### src/rtl/palette_lut.sv
module palette_lut #(
  parameter int BUS_W  = 8,
  parameter int COMP_W = 4
) (
  input  logic               clk,
  input  logic               rst_n,
  input  logic               bus_wr,
  input  logic               bus_rd,
  input  logic               bus_addr,
  input  logic [BUS_W-1:0]   bus_wdata,
  output logic [BUS_W-1:0]   bus_rdata,
  input  logic [BUS_W-1:0]   pix_idx,
  output logic [3*COMP_W-1:0] pix_rgb
);
  localparam int ENTRIES = 1 << BUS_W;
  localparam int RGB_W   = 3 * COMP_W;
  localparam logic [1:0] PH_R = 2'd0, PH_G = 2'd1, PH_B = 2'd2;

  logic [RGB_W-1:0]  table_q [ENTRIES];
  logic [BUS_W-1:0]  idx_q;
  logic [1:0]        phase_q;
  logic [COMP_W-1:0] red_h, grn_h;
  logic [RGB_W-1:0]  cur_entry;
  logic [COMP_W-1:0] cur_comp;

  wire               wr_idx  = bus_wr && !bus_addr;
  wire               wr_dat  = bus_wr && bus_addr;
  wire               rd_dat  = bus_rd && !bus_wr && bus_addr;
  wire               step    = wr_dat || rd_dat;
  wire               commit  = wr_dat && (phase_q == PH_B);
  wire [COMP_W-1:0]  comp_in = bus_wdata[BUS_W-1 -: COMP_W];

  always_ff @(posedge clk) begin
    if (!rst_n) begin
      idx_q   <= '0;
      phase_q <= PH_R;
      red_h   <= '0;
      grn_h   <= '0;
    end else if (wr_idx) begin
      idx_q   <= bus_wdata;
      phase_q <= PH_R;
    end else if (step) begin
      if (wr_dat && phase_q == PH_R) red_h <= comp_in;
      if (wr_dat && phase_q == PH_G) grn_h <= comp_in;
      if (phase_q == PH_B) begin
        phase_q <= PH_R;
        idx_q   <= idx_q + 1'b1;
      end else begin
        phase_q <= phase_q + 2'd1;
      end
    end
  end

  always_ff @(posedge clk) begin
    if (commit) table_q[idx_q] <= {red_h, grn_h, comp_in};
  end

  always_ff @(posedge clk) begin
    if (!rst_n) pix_rgb <= '0;
    else        pix_rgb <= table_q[pix_idx];
  end

  assign cur_entry = table_q[idx_q];

  always_comb begin
    case (phase_q)
      PH_R:    cur_comp = cur_entry[RGB_W-1 -: COMP_W];
      PH_G:    cur_comp = cur_entry[2*COMP_W-1 -: COMP_W];
      default: cur_comp = cur_entry[COMP_W-1:0];
    endcase
  end

  assign bus_rdata = bus_addr ? {cur_comp, {(BUS_W-COMP_W){1'b0}}} : idx_q;
endmodule

### config.mk
export PLATFORM = sky130hd
export DESIGN_NAME = palette_lut
export DESIGN_NICKNAME = d
export VERILOG_FILES = /design/src/rtl/palette_lut.sv
export SDC_FILE = /design/constraint.sdc
export NUM_CORES = 2
export LEC_CHECK = 0
export BUFFER_PORTS_ARGS = -buffer_cell sky130_fd_sc_hd__buf_2
export CELL_PAD_IN_SITES_DETAIL_PLACEMENT = 1
export CELL_PAD_IN_SITES_GLOBAL_PLACEMENT = 1
export CORE_UTILIZATION = 51
export DETAILED_ROUTE_END_ITERATION = 10
export HOLD_SLACK_MARGIN = 0.05
export PLACE_DENSITY_LB_ADDON = 0.1
export RECOVER_POWER = 50
export SKIP_LAST_GASP = 1
export SYNTH_ARGS = -nofsm -noshare
export SYNTH_HDL_FRONTEND = slang
export SYNTH_SLANG_ARGS = --single-unit
### constraint.sdc
create_clock -name clk -period 4.17 [get_ports clk]
set_input_delay 0 -clock clk [delete_from_list [all_inputs] [get_ports clk]]
set_output_delay 0 -clock clk [all_outputs]
set_load 0.02 [all_outputs]
==> flow_summary.toml <==
[run_status]
status = "finished with violations"
violations = "capacitance limit, slew limit, setup timing"

[final_layout]
finish.utilization = 0.594
nFillCells = 23606
nets = 7875
final_cells = 11882
layout-drive-gt1-share = 0.391
areaGrowthSynthToFinish_pct = 16.0

[drt]
wire_per_inst_um = 45.1
viasPerCell = 7.40
dr_total_vias = 87975
drc = 0
wirelength_mm = 536
ant_nets = 0
drt-initial-drc-count = 13344
dr.pass1.iters = 5

[grt]
grt_first_pass_wirelength_mm = 732
antenna_found_initial = 39
track_usage = 0.375
grt_max_degree = 146
grt_pass1_vias = 88749
overflow = 0

[synthesis]
synth.area.top_cells = "edfxtp_1 64%, mux4_2 25%, mux2i_1 3.2%, o221ai_1 0.93%, nor2_1 0.84%"
netlist.area_leader.share = 0.638
synthDistinctLibCells = 61
synth_nets = 7119
avgSynthCellArea_um2 = 20.4
post-synth-top-area-cell = "edfxtp_1"
netlist_area_um2 = 145000
synth-warning-count = 0
synth_flop_cell = "edfxtp_1"
synth_edf_count = 3072
synth_most_common_cell = "edfxtp_1"
synthCells = 7094
synthArstFlopShare = 0
synthTopCellsByCount = "3072 x edfxtp_1, 1616 x mux4_2, 457 x mux2i_1"
synth_seq_cells = 3110
ys_seq_area_frac = 0.644

[pwr]
p_comb_frac = 0.085
p_switching_w = 0.0167
p_int_w = 0.0540
total_power_w = 0.0706
power_switching_share = 0.236
seq_power_share = 0.487
p_leak_nw = 51.0
p_per_area_nw_per_um2 = 422
pwr-share-clk = 0.428
ir_drop_v = 0.000373

[timing]
tns_ps = -85610
final_hold_viol_count = 0
fin_ws_ps = -616
period_share = 1.15
setup_viol = 639
final_max_slew_viol_count = 1792
clock.fmax_mhz = 209
fin_crit_ps = 4790
finClkSkew_ps = 39.9
timing.slew.headroom = -1.54
rsz0062_at_grt = "true"
worst_pin_slew_ps = 3810

[setup_path]
slowest_stage = "a2111oi_2"
crit_path_end_kind = "output pin"
start_kind = "flip-flop"
crit_type = "reg2out"
cpPeakStageDelay_ps = 830
cpMostUsedCell = "buf_4"
cp_max_fo = 12
crit_chain = "buf_12, buf_16, buf_4, buf_4, mux4_2, nand2_1, nand2_1, a2111oi_2, or3_1, nor4_2, nor4_4, a31oi_4, buf_4, buf_2"
worstPathRequired_ps = 4170
crit_arrival_ps = 4790

[clock_network]
cts_buffer_depth = 4
clock_latency_ps = 960
htreeDepth = 5
clk_pin_slew_ps = 60
cts_buffers = 338
ctsRootBufferMaster = "clkbuf_16"
cts_sinks = 3110
cts_tree = "done"

[die]
num_rows = 195
pin_count = 41
core_area_um2 = 282000
fp.dieArea_um2 = 285000
die-height_um = 534
start_util = 0.512
die_w_um = 534

[place]
hpwl_mm = 350
port_buffers = 40
post-place-cells = 11146
place.gp.congestion = 0.957

[min_path]
hold_path.class = "in2reg"

[run]
drv_cap = 23
-- critical path, delay by kind of cell (launching register included) --
family	cells	cell delay [ps]
mux	1	500
buf+inv	6	970
compound gates	2	1050
flops	1	440
simple gates	5	830
-- cell type report --
type | count | area (µm²) | share of cell area
antenna | 14 | 35.0 | 0.000209
clock buffer | 421 | 8970 | 0.0535
clock inverter | 194 | 1930 | 0.0115
inverter | 8 | 51.3 | 0.000306
multi-input combinational | 3396 | 49400 | 0.295
sequential | 3110 | 93000 | 0.555
tap | 3743 | 4680 | 0.0279
timing repair buffer | 996 | 9520 | 0.0568
-- flip-flops by register name, indices dropped and copies added (netlist names), named ones only --
register and count:
grn_h 4, idx_q 8, phase_q 2, pix_rgb 12, red_h 4, table_q 3072
-- cells in the final DEF (no fill, tap or decap), drive strengths merged, types with 25 or more instances in the layout --
master,count
nor2b,37
clkinv,136
clkbuf,469
dlygate4sd3,27
nand3,45
bufinv,33
dfxtp,38
buf,911
o221ai,154
nor3,83
o21ai,48
a21oi,105
edfxtp,3072
mux4,1616
o22ai,119
a211oi,53
nor2,322
a2111oi,25
nand2,151
mux2i,457
-- metal layers --
layer / vias to the layer above / share of wire / global-route usage
met2: 6182 / 0.45 / 0.557
met5: - / 0.00034 / 0
met1: 48025 / 0.37 / 0.522
met4: 28 / 0.060 / 0.187
li1: 32602 / - / -
met3: 1138 / 0.12 / 0.0946
-- final timing paths --
| path | depth (start not counted) | start | end | slack [ps] |
|---|---|---|---|---|
| worst max-delay path | 14 | flip-flop | bus_rdata[5] | -620 |
| worst min-delay path | 4 | bus_wdata[2] | flip-flop | 130 |
| worst max register to register | 7 | phase_q[1]$_SDFFE_PP0P_ | table_q[194][3]$_DFFE_PP_ | -420 |
| worst min register to register | 2 | idx_q[5]$_SDFFE_PN0P_ | idx_q[5]$_SDFFE_PN0P_ | 650 |
-- cell families (layout without fill, tap and decap cells) --
kind of cell             after synthesis  in the layout  share of synthesized area
flip-flops                          3110           3110                      0.644
adder cells (fa/ha/maj)                4              4                   0.000346
multiplexers                        2078           2078                      0.284
buffers and inverters                588           1619                     0.0208
AO/OA/AOI/OAI                        596            596                     0.0292
XOR/XNOR                               2              2                   0.000121
other                                  0             14                          0
AND/OR/NAND/NOR                      716            716                     0.0220
-- power by group through the flow --
stage / registers [W] / clock network, W / logic [W]
floorplan: 0.0350 / 0 / 0.00301
global placement: 0.0350 / 0 / 0.00553
detailed placement: 0.0350 / 0 / 0.00559
CTS: 0.0343 / 0.0305 / 0.00589
global route: 0.0344 / 0.0314 / 0.00610
finish: 0.0344 / 0.0303 / 0.00601
-- per-stage QoR --
| stage | cell area (µm²) | setup WS (ps) | hold slack (ps) |
|---|---|---|---|
| floorplan | 145000 | 1250 | 98.9 |
| global placement | 155000 | -677 | 380 |
| detailed placement | 155000 | -673 | 393 |
| CTS | 168000 | -565 | 51.9 |
| global route | 168000 | -573 | 100 |
| finish | 168000 | -616 | 127 |
-- what timing repair did --
item / CTS / global route
pin swaps: 25 / 9
gates resized for setup: 206 / 36
endpoints found under the setup margin: 4 / 4
setup buffers: 66 / 6
hold endpoints to repair: 570 / 0
hold buffers: 27 / 0
gates cloned: 11 / 0
Power figures use the tool's default switching activity.
